==> src/rtl/mx_pkg.sv <==
package mx_pkg;

   typedef enum logic [1:0] {
      MX_PACK8  = 2'd0,
      MX_PACK16 = 2'd1,
      MX_PACK32 = 2'd2,
      MX_RAW    = 2'd3
   } mx_pack_e;

   // log2 of the pixels one row slice holds
   function automatic logic [2:0] slice_lg(input mx_pack_e m);
      case (m)
         MX_PACK8:  return 3'd3;
         MX_PACK16: return 3'd4;
         default:   return 3'd5;
      endcase
   endfunction

   // row slices held by one word
   function automatic logic [2:0] slice_rows(input mx_pack_e m);
      case (m)
         MX_PACK8:  return 3'd4;
         MX_PACK16: return 3'd2;
         default:   return 3'd1;
      endcase
   endfunction

endpackage

==> src/rtl/mx_cfg.sv <==
module mx_cfg
   import mx_pkg::*;
#(
   parameter int COORD_W = 12,
   parameter int COLOR_W = 32
) (
   input  logic               clk,
   input  logic               rst_n,
   input  logic               load,
   input  logic [COORD_W-1:0] width_i,
   input  logic [COORD_W-1:0] height_i,
   input  logic [1:0]         pack_i,
   input  logic [COLOR_W-1:0] fg_i,
   input  logic [COLOR_W-1:0] bg_i,
   input  logic               key_one_i,
   output logic [COORD_W-1:0] width_q,
   output logic [COORD_W-1:0] height_q,
   output mx_pack_e           pack_q,
   output logic [COLOR_W-1:0] fg_q,
   output logic [COLOR_W-1:0] bg_q,
   output logic               key_one_q
);

   always_ff @(posedge clk) begin
      if (!rst_n) begin
         width_q   <= '0;
         height_q  <= '0;
         pack_q    <= MX_PACK8;
         fg_q      <= '0;
         bg_q      <= '0;
         key_one_q <= 1'b0;
      end else if (load) begin
         width_q   <= width_i;
         height_q  <= height_i;
         pack_q    <= mx_pack_e'(pack_i);
         fg_q      <= fg_i;
         bg_q      <= bg_i;
         key_one_q <= key_one_i;
      end
   end

endmodule

==> src/rtl/mx_walker.sv <==
module mx_walker
   import mx_pkg::*;
#(
   parameter int COORD_W = 12,
   parameter int WORD_W  = 32
) (
   input  logic               clk,
   input  logic               rst_n,
   input  logic               go,
   input  logic [COORD_W-1:0] width,
   input  logic [COORD_W-1:0] height,
   input  mx_pack_e           pack,
   input  logic               in_valid,
   input  logic [WORD_W-1:0]  in_data,
   output logic               in_ready,
   output logic               pix_valid,
   input  logic               pix_ready,
   output logic               pix_bit,
   output logic [COORD_W-1:0] pix_x,
   output logic [COORD_W-1:0] pix_y,
   output logic               pix_last,
   output logic               done,
   output logic               active
);

   localparam int IDX_W = $clog2(WORD_W);

   logic [WORD_W-1:0]  word_q;
   logic               have_q, active_q, done_q;
   logic [IDX_W-1:0]   c_q;
   logic [1:0]         r_q;
   logic [COORD_W-1:0] x0_q, y0_q;

   logic [2:0]         lg, rows;
   logic [IDX_W-1:0]   cmax;
   logic [COORD_W:0]   x0_nxt, y0_nxt;
   logic               slice_end, word_end, band_done, last_band, rect_last;
   logic               fire, take;
   logic [IDX_W:0]     bit_off;

   assign lg        = slice_lg(pack);
   assign rows      = slice_rows(pack);
   assign cmax      = IDX_W'((1 << lg) - 1);
   assign pix_x     = x0_q + COORD_W'(c_q);
   assign pix_y     = y0_q + COORD_W'(r_q);
   assign slice_end = (c_q == cmax) || (pix_x == width - 1'b1);
   assign word_end  = slice_end && ((r_q == 2'(rows - 3'd1)) || (pix_y == height - 1'b1));
   assign x0_nxt    = {1'b0, x0_q} + (COORD_W+1)'(1 << lg);
   assign y0_nxt    = {1'b0, y0_q} + (COORD_W+1)'(rows);
   assign band_done = x0_nxt >= {1'b0, width};
   assign last_band = y0_nxt >= {1'b0, height};
   assign rect_last = word_end && band_done && last_band;
   assign bit_off   = ((IDX_W+1)'(r_q) << lg) + (IDX_W+1)'(c_q);
   assign pix_bit   = word_q[IDX_W'(WORD_W - 1) - bit_off[IDX_W-1:0]];

   assign pix_valid = have_q;
   assign pix_last  = have_q && rect_last;
   assign done      = done_q;
   assign active    = active_q;
   assign fire      = have_q && pix_ready;
   assign in_ready  = active_q && (!have_q || (word_end && pix_ready && !rect_last));
   assign take      = in_valid && in_ready;

   always_ff @(posedge clk) begin
      if (!rst_n) begin
         word_q   <= '0;
         have_q   <= 1'b0;
         active_q <= 1'b0;
         done_q   <= 1'b0;
         c_q      <= '0;
         r_q      <= '0;
         x0_q     <= '0;
         y0_q     <= '0;
      end else begin
         done_q <= 1'b0;
         if (go) begin
            active_q <= 1'b1;
            have_q   <= 1'b0;
            c_q      <= '0;
            r_q      <= '0;
            x0_q     <= '0;
            y0_q     <= '0;
         end else begin
            if (fire) begin
               if (!slice_end) begin
                  c_q <= c_q + 1'b1;
               end else begin
                  c_q <= '0;
                  if (!word_end) begin
                     r_q <= r_q + 1'b1;
                  end else begin
                     r_q    <= '0;
                     have_q <= 1'b0;
                     if (band_done) begin
                        x0_q <= '0;
                        y0_q <= y0_nxt[COORD_W-1:0];
                     end else begin
                        x0_q <= x0_nxt[COORD_W-1:0];
                     end
                     if (rect_last) begin
                        active_q <= 1'b0;
                        done_q   <= 1'b1;
                     end
                  end
               end
            end
            if (take) begin
               word_q <= in_data;
               have_q <= 1'b1;
            end
         end
      end
   end

   assert_coord_in_range_R5: assert property (@(posedge clk) disable iff (!rst_n)
      have_q |-> (pix_x < width && pix_y < height));

   assert_hold_on_stall_R9: assert property (@(posedge clk) disable iff (!rst_n)
      (have_q && !pix_ready) |=> (have_q && $stable(pix_x) && $stable(pix_y) && $stable(pix_bit)));

   assert_ready_not_stalled_R9: assert property (@(posedge clk) disable iff (!rst_n)
      in_ready |-> (!have_q || pix_ready));

   assert_done_after_last_R8: assert property (@(posedge clk) disable iff (!rst_n)
      (fire && pix_last) |=> (done_q && !active_q && !in_ready));

   assert_done_single_R8: assert property (@(posedge clk) disable iff (!rst_n)
      done_q |=> !done_q);

endmodule

==> src/rtl/mx_colour.sv <==
module mx_colour #(
   parameter int COLOR_W = 32
) (
   input  logic               bit_i,
   input  logic [COLOR_W-1:0] fg,
   input  logic [COLOR_W-1:0] bg,
   input  logic               key_one,
   output logic [COLOR_W-1:0] color,
   output logic               transp
);

   assign color  = bit_i ? fg : bg;
   assign transp = (bit_i == key_one);

endmodule

==> src/rtl/mono_expand.sv <==
module mono_expand
   import mx_pkg::*;
#(
   parameter int COORD_W = 12,
   parameter int WORD_W  = 32,
   parameter int COLOR_W = 32
) (
   input  logic               clk,
   input  logic               rst_n,
   input  logic               start,
   input  logic [COORD_W-1:0] cfg_width,
   input  logic [COORD_W-1:0] cfg_height,
   input  logic [1:0]         cfg_pack,
   input  logic [COLOR_W-1:0] cfg_fg,
   input  logic [COLOR_W-1:0] cfg_bg,
   input  logic               cfg_key_one,
   input  logic               in_valid,
   input  logic [WORD_W-1:0]  in_data,
   output logic               in_ready,
   output logic               out_valid,
   input  logic               out_ready,
   output logic [COLOR_W-1:0] out_color,
   output logic [COORD_W-1:0] out_x,
   output logic [COORD_W-1:0] out_y,
   output logic               out_transp,
   output logic               out_last,
   output logic               done
);

   generate
      if (WORD_W != 32) begin : g_bad_word
         $error("mono_expand: WORD_W must be 32");
      end
      if (COORD_W < 6 || COORD_W > 16) begin : g_bad_coord
         $error("mono_expand: COORD_W must be 6..16");
      end
      if (COLOR_W != 32) begin : g_bad_color
         $error("mono_expand: COLOR_W must be 32");
      end
   endgenerate

   logic               active, start_ok, pix_bit;
   logic [COORD_W-1:0] width_q, height_q;
   mx_pack_e           pack_q;
   logic [COLOR_W-1:0] fg_q, bg_q;
   logic               key_one_q;

   assign start_ok = start && !active && (cfg_width != '0) && (cfg_height != '0);

   mx_cfg #(.COORD_W(COORD_W), .COLOR_W(COLOR_W)) u_cfg (
      .clk(clk), .rst_n(rst_n), .load(start_ok),
      .width_i(cfg_width), .height_i(cfg_height), .pack_i(cfg_pack),
      .fg_i(cfg_fg), .bg_i(cfg_bg), .key_one_i(cfg_key_one),
      .width_q(width_q), .height_q(height_q), .pack_q(pack_q),
      .fg_q(fg_q), .bg_q(bg_q), .key_one_q(key_one_q)
   );

   mx_walker #(.COORD_W(COORD_W), .WORD_W(WORD_W)) u_walk (
      .clk(clk), .rst_n(rst_n), .go(start_ok),
      .width(width_q), .height(height_q), .pack(pack_q),
      .in_valid(in_valid), .in_data(in_data), .in_ready(in_ready),
      .pix_valid(out_valid), .pix_ready(out_ready), .pix_bit(pix_bit),
      .pix_x(out_x), .pix_y(out_y), .pix_last(out_last),
      .done(done), .active(active)
   );

   mx_colour #(.COLOR_W(COLOR_W)) u_col (
      .bit_i(pix_bit), .fg(fg_q), .bg(bg_q), .key_one(key_one_q),
      .color(out_color), .transp(out_transp)
   );

   assert_start_ignored_R10: assert property (@(posedge clk) disable iff (!rst_n)
      active |=> ($stable(width_q) && $stable(height_q) && $stable(fg_q) && $stable(bg_q)));

   assert_colour_choice_R6: assert property (@(posedge clk) disable iff (!rst_n)
      out_valid |-> (out_color == fg_q || out_color == bg_q));

endmodule

==> config.mk <==
export PLATFORM = sky130hd
export DESIGN_NAME = mono_expand
export DESIGN_NICKNAME = d
export VERILOG_FILES = /design/src/rtl/mx_pkg.sv /design/src/rtl/mx_cfg.sv /design/src/rtl/mx_walker.sv /design/src/rtl/mx_colour.sv /design/src/rtl/mono_expand.sv
export SDC_FILE = /design/constraint.sdc
export NUM_CORES = 1
export LEC_CHECK = 0
export BUFFER_PORTS_ARGS = -buffer_cell sky130_fd_sc_hd__buf_2
export CAP_MARGIN = 20
export CORE_MARGIN = 4
export CORE_UTILIZATION = 56
export CTS_CLUSTER_DIAMETER = 200
export DETAILED_ROUTE_END_ITERATION = 10
export MAX_ROUTING_LAYER = met4
export PLACE_DENSITY = 0.81
export SYNTH_ARGS = -nofsm -noshare
export SYNTH_HDL_FRONTEND = slang
export SYNTH_SLANG_ARGS = --single-unit
==> constraint.sdc <==
create_clock -name clk -period 5.9 [get_ports clk]
set_input_delay 1.18 -clock clk [delete_from_list [all_inputs] [get_ports clk]]
set_output_delay 1.18 -clock clk [all_outputs]
set_load 0.01 [all_outputs]
# Word level (Yosys, flattened, before mapping)
# Index checks and enable logic that the tools add are counted.
dict set report totals {
  ff_bits 157
  out_inout_bits 61
}
dict set report classes {
  n_eq_ne 6
  reduce_logical 36
  bitwise 5
  addsub 12
  shift 2
  n_mux 18
  magnitude_cmp 3
}
# cell n
set ops {}
lappend ops {{$mux W32} 1}
lappend ops {{$ge A13 B12 Y1} 2}
lappend ops {{$eq A12 B12 Y1} 2}
lappend ops {{$reduce_bool A12 Y1} 2}
lappend ops {{$sub A12 B1 Y12 const B} 2}
lappend ops {{$reduce_bool A2 Y1} 7}
lappend ops {{$add A12 B13 Y13} 1}
lappend ops {{$add A12 B3 Y13} 1}
lappend ops {{$shl A1 B3 Y13 const A} 1}
lappend ops {{$add A12 B2 Y12} 1}
lappend ops {{$add A12 B5 Y12} 1}
lappend ops {{$logic_and A1 B1 Y1} 12}
lappend ops {{$mux W12} 1}
lappend ops {{$pmux W3 S2} 2}
lappend ops {{$mux W1} 11}
lappend ops {{$reduce_and A4 Y1} 2}
lappend ops {{$lt A5 B6 Y1 const B} 1}
lappend ops {{$reduce_and A3 Y1} 2}
lappend ops {{$add A5 B1 Y5 const B} 1}
lappend ops {{$add A5 B5 Y5} 1}
lappend ops {{$bmux W1 S5} 1}
lappend ops {{$eq A5 B5 Y1} 1}
lappend ops {{$mux W5} 1}
lappend ops {{$not A1 Y1} 5}
lappend ops {{15 further kinds} 20}

# Longest topological paths before layout
dict set report depth {
  word_depth 16
  depth_mapped 24
  ltp_nobuf 21
}

# Hierarchy
# A second synthesis with hierarchy kept.
dict set report unflattened {
  hier_cells 1072
  hier_area_um2 10188.5
}
# module area_each_um2 instances cells_per_inst
set by_module_without_submodules {}
lappend by_module_without_submodules {mx_walker 6094.6 1 733}
lappend by_module_without_submodules {mx_cfg 3487.1 1 293}
lappend by_module_without_submodules {mx_colour 549.3 1 37}
lappend by_module_without_submodules {mono_expand 57.6 1 9}

# Least setup slack after synthesis
# Ideal clock, no wire load.
dict set report synth_path {
  path_type {register to output}
  startpoint {register u_cfg.pack_q[0]}
  endpoint {output in_ready}
  required_time_ps 4720
  stages_incl_launch_ff 20
  slack_ps 839
  path_buffers 1
  t_arrival_ps 3881
  path_cell_list {dfxtp_1 > clkbuf_1 > nor2_1 > inv_1 > ha_1 > ha_1 > a21o_1 > maj3_1 > and3_2 > xnor2_1 > ha_1 > a21o_1 > a21o_1 > a21o_1 > a21oi_1 > o221ai_1 > nor2_1 > nor2_1 > o41ai_2 > and2_2}
}
dict set report synth_via {
  word_cells_on_any_way 23
}
# item line
set synth_lines {}
lappend synth_lines {{from (decl)} mx_cfg.sv:18} ;# output mx_pack_e pack_q,
lappend synth_lines {{from (signal assigned)} mx_cfg.sv:35} ;# pack_q <= mx_pack_e'(pack_i);
lappend synth_lines {{$eq A2 B1 Y1 or $logic_not A2 Y1 (tied branches)} mx_pkg.sv:21} ;# case (m)
lappend synth_lines {{$pmux W3 S2 (*)} mx_pkg.sv:21}
lappend synth_lines {{$add A12 B3 Y13 (*)} mx_walker.sv:49} ;# assign y0_nxt = {1'b0, y0_q} + (COORD_W+1)'(rows);
lappend synth_lines {{net u_walk.y0_nxt[5]} mx_walker.sv:36} ;# logic [COORD_W:0] x0_nxt, y0_nxt;
lappend synth_lines {{$ge A13 B12 Y1 (*)} mx_walker.sv:51} ;# assign last_band = y0_nxt >= {1'b0, height};
lappend synth_lines {{$logic_and A1 B1 Y1 (*)} mx_walker.sv:52} ;# assign rect_last = word_end && band_done && last_band;
lappend synth_lines {{$logic_not A1 Y1 (*)} mx_walker.sv:61} ;# assign in_ready = active_q && (!have_q || (word_end && pix_ready && !rect_last));
lappend synth_lines {{$logic_and A1 B1 Y1 (*)} mx_walker.sv:61}
lappend synth_lines {{$logic_or A1 B1 Y1 (*)} mx_walker.sv:61}
lappend synth_lines {{$logic_and A1 B1 Y1 (*)} mx_walker.sv:61}
lappend synth_lines {{to (decl)} mono_expand.sv:19} ;# output logic in_ready,
# Mark *: on every way through the listed nets, which the timed path passes. The rest lies on a longest branch.

# Worst setup path after layout
# Same ends and word-level chain as after synthesis.

==> impl_metrics.json <==
{
  "slew_violations": 0,
  "fin_total_pwr_mw": 2.62,
  "worstSetupPathType": "reg -> out",
  "fin_hold_ws_ns": 0.454,
  "hp-class": "reg -> reg",
  "die_width_um": 137,
  "ys_seq_area_share_pct": 33.5,
  "yosys.area.top_type": "dfxtp_1",
  "ys.flop_type": "dfxtp_1",
  "worst_slack_ns": 0.314,
  "place_inst": 1446,
  "grt_max_degree": 100,
  "cp.arrival_ns": 4.41,
  "synthTopCellsByArea": "dfxtp_1 (34%), nand2_1 (11%), a21boi_0 (7.5%)",
  "synth_area_um2": 9380,
  "drt_iter0_drc": 487,
  "num_io_pins": 189,
  "setup_viol": 0,
  "cp-start-kind": "register",
  "synth.top_cell.area_share_pct": 33.5,
  "clk_path_buf_depth": 2,
  "cts-root-buf": "clkbuf_16",
  "path_cells": "nor2_1 > inv_1 > ha_2 > ha_1 > inv_1 > fa_2 > o21ai_0 > a21oi_2 > nor2_2 > nand3_1 > xnor2_1 > ha_1 > a21o_1 > a21o_1 > a21oi_1 > o221ai_1 > nor2_2 > nor2_2 > o41ai_2 > and2_2 > buf_2",
  "numClockSinks": 157,
  "core.rowCount": 47,
  "hpwl_um": 17300,
  "drv_cap": 0,
  "start_util_pct": 56.8,
  "power.density_nw_per_um2": 239,
  "fmaxAchievable_mhz": 179,
  "area_growth_pct": 17.3,
  "crit_path_max_fanout": 7,
  "ys_types": 67,
  "critPathSlowestCell": "dfxtp_4",
  "fin_skew_ns": 0.00815,
  "ir_worst_vdd_mv": 0.206,
  "wl_per_cell_um": 15.9,
  "dr.pass1.iters": 6,
  "netlist_instances": 1088,
  "die_area_um2": 18900,
  "min_period_ns": 5.59,
  "gr-usage-all-layers_pct": 26.0,
  "drc": 0,
  "die_h_um": 137,
  "worstPathRequired_ns": 4.72,
  "worst_pin_slew_ns": 0.998,
  "gp_congestion": 0.902,
  "synth_edf_count": 0,
  "core_um2": 16500,
  "cts_tree": "built",
  "cts_max_level": 4,
  "syn_area_per_cell_um2": 8.62,
  "ys_warn_count": 0,
  "grt_pass1_vias": 7830,
  "antenna_found_initial": 3,
  "grt_pass1_wl_um": 38200,
  "synth_seq_cells": 157,
  "numCtsBuffers": 17,
  "ctsHoldBuffers": 0,
  "vias_per_cell": 5.38,
  "yosysMostFrequentCell": "nand2_1",
  "grt-ovfl-total": 0,
  "drive_above_1_share_pct": 24.3,
  "slowest_delay_ns": 0.40,
  "multi_input_area_um2": 5830,
  "hold_viol": 0,
  "cp-end-kind": "output pin",
  "outcome": "finished clean",
  "synthArstFlopShare_pct": 0,
  "fill_cells": 1387,
  "synth_common_cells": "nand2_1 (274), dfxtp_1 (157), a21boi_0 (94)",
  "crit_top_cell": "nor2_2",
  "wl_um": 23500,
  "portBuffers": 188,
  "drtAntennaViolNets": 0,
  "worst_skew_pair.late_latency_ns": 0.42,
  "clkSlewWorstSetupHoldPaths_ns": 0.06,
  "final_cell_count_no_fill": 1482,
  "pre_cts_ws_ns": 0.481,
  "layout.area.seq_um2": 3150,
  "slew_headroom_pct": 33.4,
  "p_leak_nw": 4.86,
  "route.vias.total": 7980,
  "post-route-period-util_pct": 94.7,
  "layout.nets": 1429
}
-- timing repair --
| item | CTS | global route |
|---|---|---|
| resized for setup | 1 | 15 |
| endpoints found under the hold margin | 0 | 0 |
| gates cloned | 0 | 0 |
| setup buffers | 0 | 1 |
| setup endpoints to repair | 1 | 1 |
| pin swaps | 0 | 4 |
-- cells by family after synthesis --
kind of cell | synth area share [%]
multiplexers | 10.2
buffers and inverters | 5.20
adder cells (fa/ha/maj) | 7.85
other | 0.0801
AO/OA/AOI/OAI | 14.1
AND/OR/NAND/NOR | 19.5
flip-flops | 33.5
XOR/XNOR | 9.55
-- area by class of cell --
class / instances / area share, %
multi-input combinational: 830 / 53.0
sequential: 157 / 28.6
timing repair buffer: 196 / 9.12
clock buffer: 20 / 4.15
tap: 220 / 2.50
inverter: 44 / 1.50
clock inverter: 11 / 1.01
antenna: 4 / 0.0910
-- routing by layer --
layer	vias up	global-route usage (%)	part of all wire [%]
met5	-	-	0
met4	0	8.76	2.0
met3	37	7.56	7.2
met2	245	40.4	47
met1	3704	32.6	44
li1	3994	-	-
-- registers in the layout (all words and copies together) (netlist names), 5 cells and up --
name            count
u_walk.x0_q        12
u_walk.word_q      32
u_walk.y0_q        12
u_cfg.width_q      12
u_cfg.fg_q         32
u_walk.c_q          5
u_cfg.bg_q         32
u_cfg.height_q     12
-- where the power goes --
part	total, mW	switching [mW]	internal [mW]
Sequential	1.14	0.0324	1.11
Clock	1.06	0.457	0.607
Combinational	0.420	0.226	0.194
-- worst paths after layout --
kind	startpoint	endpoint	slack [ns]	depth (start not counted)
setup / recovery	u_cfg.pack_q[0]	in_ready	0.31	21
hold / removal	u_walk.word_q[17]	u_walk.word_q[17]	0.45	2
setup reg to reg	u_cfg.pack_q[0]	u_walk.word_q[8]	0.97	22
hold reg to reg	u_walk.word_q[17]	u_walk.word_q[17]	0.45	2
-- cell usage in the layout, fill, tap and decap left out, types with 5 or more instances in the layout --
master,instances
a21boi_0,94
a21o_1,19
a21oi_1,22
a22o_1,8
a31o_2,5
and3_1,8
buf_2,187
buf_4,9
clkbuf_16,17
conb_1,8
dfxtp_1,155
ha_1,49
inv_1,44
mux2_2,33
mux2i_1,36
mux4_2,10
nand2_1,274
nand2b_1,5
nand3_1,22
nand4_1,9
nor2_1,34
nor2b_1,5
nor3_1,7
nor4_1,15
o21ai_0,6
xnor2_1,69
xor2_1,25
-- worst max-delay path: cells and delay by family (launching register included) --
| kind | cells | cell delay [ns] |
|---|---|---|
| compound gates | 7 | 1.23 |
| fa+ha+maj | 4 | 1.01 |
| simple gates | 6 | 0.90 |
| xor+xnor | 1 | 0.21 |
| flops | 1 | 0.40 |
| buf+inv | 3 | 0.24 |
-- per-stage QoR --
| step | TNS (ns) | util, % | cell area [um2] |
|---|---|---|---|
| final | 0 | 66.6 | 11000 |
| after global routing | -0.0249 | 66.5 | 11000 |
| after CTS | 0 | 66.2 | 10900 |
| after detailed placement | 0 | 62.7 | 10400 |
| after global placement | 0 | 62.7 | 10400 |
| after floorplan | 0 | - | 9400 |
Power figures use the tool's default switching activity.
